File: src/rtl/mixcol_unit.sv
module mixcol_unit #(
  parameter int NCOL = 4
) (
  input  logic              clk,
  input  logic              rst,
  input  logic              in_valid,
  input  logic              in_inverse,
  input  logic [32*NCOL-1:0] in_state,
  output logic              out_valid,
  output logic [32*NCOL-1:0] out_state
);
  localparam int W = 32 * NCOL;

  function automatic logic [7:0] dbl(input logic [7:0] b);
    return {b[6:0], 1'b0} ^ (b[7] ? 8'h1b : 8'h00);
  endfunction

  function automatic logic [7:0] oct(input logic [7:0] b);
    logic [7:0] t;
    t = {1'b0, b[7], b[6] ^ b[7], b[5] ^ b[6], b[5] ^ b[7],
         b[6] ^ b[7], b[5] ^ b[6], b[5]};
    return {b[4:0], 3'b000} ^ t;
  endfunction

  logic [W-1:0] fwd, inv;

  for (genvar c = 0; c < NCOL; c++) begin : g_col
    localparam int B = W - 32 * (c + 1);
    logic [7:0] s [4];
    logic [7:0] d [4];
    logic [7:0] q [4];
    logic [7:0] e [4];
    logic [7:0] m9 [4], mb [4], md [4], me [4];

    for (genvar r = 0; r < 4; r++) begin : g_byte
      assign s[r]  = in_state[B + 8*(3-r) +: 8];
      assign d[r]  = dbl(s[r]);
      assign q[r]  = dbl(d[r]);
      assign e[r]  = oct(s[r]);
      assign m9[r] = e[r] ^ s[r];
      assign mb[r] = e[r] ^ d[r] ^ s[r];
      assign md[r] = e[r] ^ q[r] ^ s[r];
      assign me[r] = e[r] ^ q[r] ^ d[r];
    end

    assign fwd[B+24 +: 8] = d[0] ^ d[1] ^ s[1] ^ s[2] ^ s[3];
    assign fwd[B+16 +: 8] = s[0] ^ d[1] ^ d[2] ^ s[2] ^ s[3];
    assign fwd[B+8  +: 8] = s[0] ^ s[1] ^ d[2] ^ d[3] ^ s[3];
    assign fwd[B    +: 8] = d[0] ^ s[0] ^ s[1] ^ s[2] ^ d[3];

    assign inv[B+24 +: 8] = me[0] ^ mb[1] ^ md[2] ^ m9[3];
    assign inv[B+16 +: 8] = m9[0] ^ me[1] ^ mb[2] ^ md[3];
    assign inv[B+8  +: 8] = md[0] ^ m9[1] ^ me[2] ^ mb[3];
    assign inv[B    +: 8] = mb[0] ^ md[1] ^ m9[2] ^ me[3];

    assert_col_parity_R11: assert property (@(posedge clk) disable iff (rst)
      in_valid |=> ((out_state[B+24 +: 8] ^ out_state[B+16 +: 8] ^
                     out_state[B+8 +: 8] ^ out_state[B +: 8]) ==
                    ($past(in_state[B+24 +: 8]) ^ $past(in_state[B+16 +: 8]) ^
                     $past(in_state[B+8 +: 8]) ^ $past(in_state[B +: 8]))));
  end

  always_ff @(posedge clk) begin
    if (rst) begin
      out_valid <= 1'b0;
    end else begin
      out_valid <= in_valid;
    end
    if (in_valid && !rst) out_state <= in_inverse ? inv : fwd;
  end

  assert_valid_rise_R7: assert property (@(posedge clk) disable iff (rst)
    in_valid |=> out_valid);
  assert_valid_fall_R7: assert property (@(posedge clk) disable iff (rst)
    !in_valid |=> !out_valid);
  assert_hold_R8: assert property (@(posedge clk) disable iff (rst)
    !in_valid |=> $stable(out_state));
  assert_reset_clear_R9: assert property (@(posedge clk)
    rst |=> !out_valid);
endmodule

File: config.mk
export PLATFORM = sky130hd
export DESIGN_NAME = mixcol_unit
export DESIGN_NICKNAME = d
export VERILOG_FILES = /design/src/rtl/mixcol_unit.sv
export SDC_FILE = /design/constraint.sdc
export NUM_CORES = 1
export LEC_CHECK = 0
export CAP_MARGIN = 20
export CELL_PAD_IN_SITES_DETAIL_PLACEMENT = 1
export CELL_PAD_IN_SITES_GLOBAL_PLACEMENT = 1
export CORE_UTILIZATION = 35
export CTS_CLUSTER_SIZE = 40
export DETAILED_ROUTE_END_ITERATION = 8
export PLACE_DENSITY = 0.77
export SYNTH_ARGS = -nofsm -noshare
export SYNTH_HDL_FRONTEND = slang
export SYNTH_SLANG_ARGS = --single-unit
File: constraint.sdc
create_clock -name clk -period 22.7 [get_ports clk]
set_clock_uncertainty 0.1 [all_clocks]
set_input_delay 2.27 -clock clk [delete_from_list [all_inputs] [get_ports clk]]
set_output_delay 2.27 -clock clk [all_outputs]
set_load 0.005 [all_outputs]
Yosys cells after proc, flatten, opt, wreduce, memory -nomap -nowiden:

Cells that the tools add are included.

* input bits: 132
* word-level logic and storage cells: 341
* flip-flop bits (word level): 129
* output and inout port bits: 129

* bitwise operators: 304
* multiplexer cells: 33
* reduce and logical (&&, ||, !) cells: 2

Operators by type and width (count)
* $xor A8 B8 Y8: 208
* $xor A8 B5 Y8: 32
* $mux W5: 32
* $mux W128: 1
* $xor A8 B7 Y8: 16
* $xor A1 B1 Y1: 48
* $logic_and A1 B1 Y1: 1
* $logic_not A1 Y1: 1

Logic depth before layout (Yosys ltp):

Gate-level depths: netlist (run 1).

* depth after elaboration: 10
* depth in mapped cells: 7
* gate-level depth less buffers: 6

Least setup slack after synthesis (run 1):

OpenSTA, ideal clock, no wires.

* path type: input-to-reg
* start point: in rst
* end point: reg out_state[0] (enable)
* cell stages on the path: 1
* path slack: 14.015 ns
* data required time: 21.966 ns
* buffers on the path: 0
* library setup time: 0.634 ns
* arrival: 7.951 ns
* path through: nor2b_1

* cells in the longest elaborated chain, start to end: 2

Ends and longest elaborated chain
* from (decl): line 5 `input logic rst,`
* $logic_not A1 Y1: line 69 `if (in_valid && !rst) out_state <= in_inverse ? inv : fwd;`
* $logic_and A1 B1 Y1: line 69
* to (signal assigned): line 69
* to (decl): line 10 `output logic [32*NCOL-1:0] out_state`

Every way passes these cells.
A chain may end at the register's enable or synchronous reset.

Final worst setup path (run 1):

* start point: in in_state[127]
* end point: reg out_state[124] (data pin)

* cells in the longest elaborated chain, start to end: 9
* elaborated cells between the ends (all ways): 13
* classes of those cells: mux: 2; bitwise: 11

Ends and longest elaborated chain
* from (decl): line 8 `input logic [32*NCOL-1:0] in_state,`
* $mux W5 (*): line 15 `return {b[6:0], 1'b0} ^ (b[7] ? 8'h1b : 8'h00);`
* $xor A8 B5 Y8 (*): line 15
* $xor A8 B5 Y8: line 15
* $xor A8 B8 Y8 (2 in a row): line 43 `assign me[r] = e[r] ^ q[r] ^ d[r];`
* $xor A8 B8 Y8 (3 in a row): line 51 `assign inv[B+24 +: 8] = me[0] ^ mb[1] ^ md[2] ^ m9[3];`
* $mux W128 (*): line 69

Mark *: on every way between the ends. The rest lies on a longest branch, timed or not.

==> results of run 1 <==
==> area by class of cell <==
cell class	count	area, um2	share of cell area (%)
Multi-Input combinational cell	983	9110	54.1
Inverter	1	3.75	0.0223
Tap cell	511	639	3.80
Timing Repair Buffer	265	2640	15.7
Clock buffer	18	429	2.55
Antenna cell	1	2.50	0.0149
Sequential cell	129	3860	22.9
Clock inverter	14	155	0.921
==> path summary, 6_finish.rpt <==
| kind | endpoint | depth (start not counted) |
|---|---|---|
| max | out_state[124] | 7 |
| min | out_valid | 2 |
==> per-layer routing <==
| layer | vias up | routed length [um] | global-route usage, % |
|---|---|---|---|
| met4 | 0 | 699 | 5.80 |
| met1 | 4352 | 17000 | 25.6 |
| met3 | 44 | 1830 | 3.82 |
| met2 | 225 | 18700 | 34.7 |
| met5 | - | 0 | 0 |
| li1 | 4195 | - | - |
==> worst max-delay path, cell delays in order <==
cell,delay [ns]
clkdlybuf4s50_1,0.74
xnor2_1,0.75
xor3_1,0.51
xnor2_1,0.36
xnor2_1,0.17
nand2_1,0.09
xnor2_1,0.17
==> where the power goes <==
group	switching, mW	leakage [nW]	internal (mW)
clock network	0.123	0.270	0.163
logic	0.351	4.43	0.411
registers	0.0153	1.21	0.348
==> layout by cell type, fill, tap and decap left out, types with 4 or more instances in the layout <==
master / n
nand2_1: 46
xnor3_1: 50
clkdlybuf4s50_1: 259
clkbuf_16: 17
buf_4: 6
edfxtp_1: 128
mux2i_1: 22
xor3_1: 7
a21oi_1: 23
inv_6: 4
o21ai_0: 8
xnor2_1: 598
nor2_1: 25
xnor2_2: 9
clkinvlp_4: 5
xor2_1: 185
==> through the flow <==
stage	power [mW]	util (%)	instance area (um2)	instances	hold slack [ns]
2_1_floorplan	0.905	-	13400	1205	2.24
3_3_place_gp	1.12	43.1	16300	1889	2.77
3_5_place_dp	1.13	43.1	16300	1889	2.78
4_1_cts	1.43	44.7	16800	1921	2.30
5_1_grt	1.50	44.7	16800	1921	2.32
6_report	1.41	44.7	16800	1922	2.33
==> registers in the layout, summed over array words and instances, names as in the netlist <==
name       count
out_state    128
out_valid      1
==> logic make-up (layout without fill, tap and decap cells) <==
logic type / Yosys count / after routing / share of synthesized area, %
simple gates: 75 / 75 / 2.18
xor+xnor: 855 / 855 / 63.0
compound gates: 31 / 31 / 1.16
flops: 129 / 129 / 28.9
buf+inv: 93 / 298 / 3.11
mux: 22 / 22 / 1.65
other cells: 0 / 1 / 0
==> flow_summary.toml, run 1 <==
[finish]
fin_nets = 1529
num-fill-cells = 4138
drive_above_1_share_pct = 3.76
syn2layout_area_growth_pct = 25.8

[yosys]
synth_edf_count = 128
synth.distinct_cells = 25
synth_ff_type = "edfxtp_1"
synth.area.top_cells = "xnor2_1, edfxtp_1, xor2_1"
synth-seq-cells = 129
syn_inst = 1205
yosysMostFrequentCell = "xnor2_1"
synth.cell_area_mm2 = 0.0134
yosysTopAreaCellShare_pct = 39.1
synth_nets = 1337
ys_warn_count = 0
ys_top_cells_by_count = "xnor2_1, xor2_1, edfxtp_1, xnor3_1, clkbuf_1"
seq_area_frac_synth_pct = 28.9
synth_top_cell_by_area = "xnor2_1"
syn_avg_cell_area_um2 = 11.1
async_reset_ff_share_pct = 0

[cts]
htreeDepth = 4
cts_resized = 0
cts_tree = "done"
cts_setup_buffers = 0
cts_buffers = 17
clockBufferDepth = 2
clock_sinks = 129
cts_hold_buf = 0
clkTransAtPathRegs_ns = 0.07
ctsRootBufferMaster = "clkbuf_16"

[floorplanning]
die_height_um = 198
row_count = 71
io_pins = 261
initial_core_util_pct = 35.5
die_x_um = 198
core_mm2 = 0.0377
die_area_mm2 = 0.0390

[global_route]
grtUsageTotal_pct = 20.2
grt_overflow = 0
grt_pass1_vias = 9816
grt_first_pass_wirelength_mm = 58.7
antenna_found_initial = 1
grt_max_degree = 73

[sta]
period_share_pct = 21.9
drv_slew = 0
maxSlewHeadroom_pct = 31.0
tightest_slew_ns = 1.04
finalSetupViolCount = 0
fmaxAchievable_mhz = 201
timing.final.ws_setup_ns = 17.73
hold_viol = 0
rsz0062_at_grt = "no"
fin_crit_ns = 4.97
setup-tns-final_ns = 0

[routing]
wire_per_inst_um = 19.9
vias = 8816
drcViolationCount = 0
postRouteAntennaNets = 0
drtIter0Drc = 298
drt_wl_total_mm = 38.2
dr.pass1.iters = 4
via_per_inst = 4.59

[place]
place_congestion = 0.835
hpwlAfterDp_mm = 29.9
place_ws_ns = 17.24
portBuffers = 260

[critical_path]
critPathCaptureType = "register"
worst-setup-path-type = "input pin to register"
startpoint = "in_state[127]"
startpoint_type = "input pin"
critPathMaxFanout = 10
critPathRequiredTime_ns = 22.80
cp.arrival_ns = 5.08

[power_and_ir_drop]
ir_drop_mv = 0.0468
p_leak_nw = 5.91
powerDensity_mw_per_mm2 = 83.8

[run]
maxCapViolations = 0

[worst_hold_path]
hold_class = "input pin to register"
hold_start = "in_valid"

[outcome]
status = "completed"
Note: power is estimated with default switching activity, not from simulation.
==> run 2, diff against run 1 <==
--- a/config.mk
+++ b/config.mk
@@ -11,7 +11,7 @@
 export CORE_UTILIZATION = 35
 export CTS_CLUSTER_SIZE = 40
 export DETAILED_ROUTE_END_ITERATION = 8
-export PLACE_DENSITY = 0.77
+export PLACE_DENSITY = 0.8
 export SYNTH_ARGS = -nofsm -noshare
 export SYNTH_HDL_FRONTEND = slang
 export SYNTH_SLANG_ARGS = --single-unit
==> constraint.sdc (replaced) <==
create_clock -name clk -period 4.5 [get_ports clk]
set_clock_uncertainty 0.1 [all_clocks]
set_input_delay 0.45 -clock clk [delete_from_list [all_inputs] [get_ports clk]]
set_output_delay 0.45 -clock clk [all_outputs]
set_load 0.005 [all_outputs]
==> run 2 against run 1 <==
Net effect: hold slack got worse by 1.8 ns; power rose to 5.1 times the previous value; critical endpoint unchanged; flip-flop and latch count did not move.
==> flow_summary.toml, run 2 (synthesis results as in run 1) <==
[routing]
vias = 8854
wire_per_inst_um = 20.0
drcViolationCount = 0
postRouteAntennaNets = 0
dr.pass1.iters = 5
drt_wl_total_mm = 38.6
via_per_inst = 4.59
drtIter0Drc = 328

[cts]
clock_sinks = 129
cts_buffers = 17
cts_tree = "done"
cts_setup_buffers = 0
htreeDepth = 4
ctsRootBufferMaster = "clkbuf_16"
clkTransAtPathRegs_ns = 0.06
clockBufferDepth = 2
cts_hold_buf = 0
cts_resized = 0

[floorplanning]
io_pins = 261
die_height_um = 198
die_area_mm2 = 0.0390
core_mm2 = 0.0377
row_count = 71
die_x_um = 198
initial_core_util_pct = 35.5

[critical_path]
crit_cells = 7
worst-setup-path-type = "input pin to register"
critPathRequiredTime_ns = 4.60
critPathCaptureType = "register"
startpoint_type = "input pin"
cp_common_cell = "xnor2_1"
critPathTopFamily = "XOR/XNOR gates"
cp.arrival_ns = 3.17
critPathMaxFanout = 10
max_stage_delay_ns = 0.76
cpMaxStageDelayCell = "clkdlybuf4s50_1"
startpoint = "in_state[127]"
path_buf_inv = 1
path_cells = "clkdlybuf4s50_1 > xnor2_1 > xor3_1 > xnor2_1 > xnor2_1 > nand2_1 > xnor2_1"

[sta]
maxSlewHeadroom_pct = 44.2
fin_crit_ns = 3.07
whs_ns = 0.509
drv_slew = 0
finalSetupViolCount = 0
period_share_pct = 68.3
rsz0062_at_grt = "no"
setup-tns-final_ns = 0
hold_viol = 0
fmaxAchievable_mhz = 326
tightest_slew_ns = 0.830

[global_route]
grt_max_degree = 129
grtUsageTotal_pct = 20.4
grt_overflow = 0
grt_first_pass_wirelength_mm = 59.8
antenna_found_initial = 0
use_met3_pct = 3.53
grt_pass1_vias = 9993
use_met1_pct = 26.1
top_usage_layer = "met2"
grt_use_met2_pct = 34.9

[finish]
drive_above_1_share_pct = 4.37
fin_cells = 1930
largest_reg_flops = 128
diodes = 0
fin_util_pct = 44.9
final_common_cell = "xnor2_1"
largest-register = "out_state"
syn2layout_area_growth_pct = 26.4
num-fill-cells = 4120
reg_top3 = "out_state x128, out_valid x1"
layout_common_cells = "xnor2_1, clkdlybuf4s50_1, xor2_1"
fin_nets = 1538

[place]
portBuffers = 260
dp.cells = 1898
place_congestion = 0.859
hpwlAfterDp_mm = 30.0

[worst_hold_path]
hold_depth = 2
hold_start = "in_valid"
hold_class = "input pin to register"

[power_and_ir_drop]
powerDensity_mw_per_mm2 = 423
p_leak_nw = 5.96
total_power_mw = 7.16
ir_drop_mv = 0.267

[run]
maxCapViolations = 0

[outcome]
status = "completed"
==> run 2: cell type report <==
cell class / count / area (um2) / area share [%]
clock buffers: 18 / 429 / 2.54
clock inverters: 14 / 155 / 0.917
inverters: 1 / 3.75 / 0.0222
multi-input cells: 983 / 9110 / 53.8
flip-flops and latches: 129 / 3860 / 22.8
well taps: 511 / 639 / 3.78
repair buffers: 274 / 2720 / 16.1
==> run 2: worst paths after layout <==
kind        endpoint
min        out_valid
max   out_state[124]
==> run 2: per-layer routing <==
metal | vias to the layer above | share of wire [%]
li1 | 4207 | -
met3 | 47 | 3.9
met1 | 4386 | 45
met4 | 0 | 2.0
met5 | - | 0
met2 | 214 | 49
==> run 2: where the power goes <==
group / total (mW) / internal (mW) / switching (mW)
sequential: 1.83 / 1.75 / 0.0751
combinational: 3.88 / 2.09 / 1.80
clock: 1.45 / 0.822 / 0.625
==> run 2: through the flow <==
stage / setup slack (ns) / cell area (um2)
after floorplan: 0.176 / 13400
after global placement: 1.05 / 16300
after detailed placement: 0.960 / 16300
after CTS: 1.42 / 16900
after global routing: 1.29 / 16900
final: 1.43 / 16900
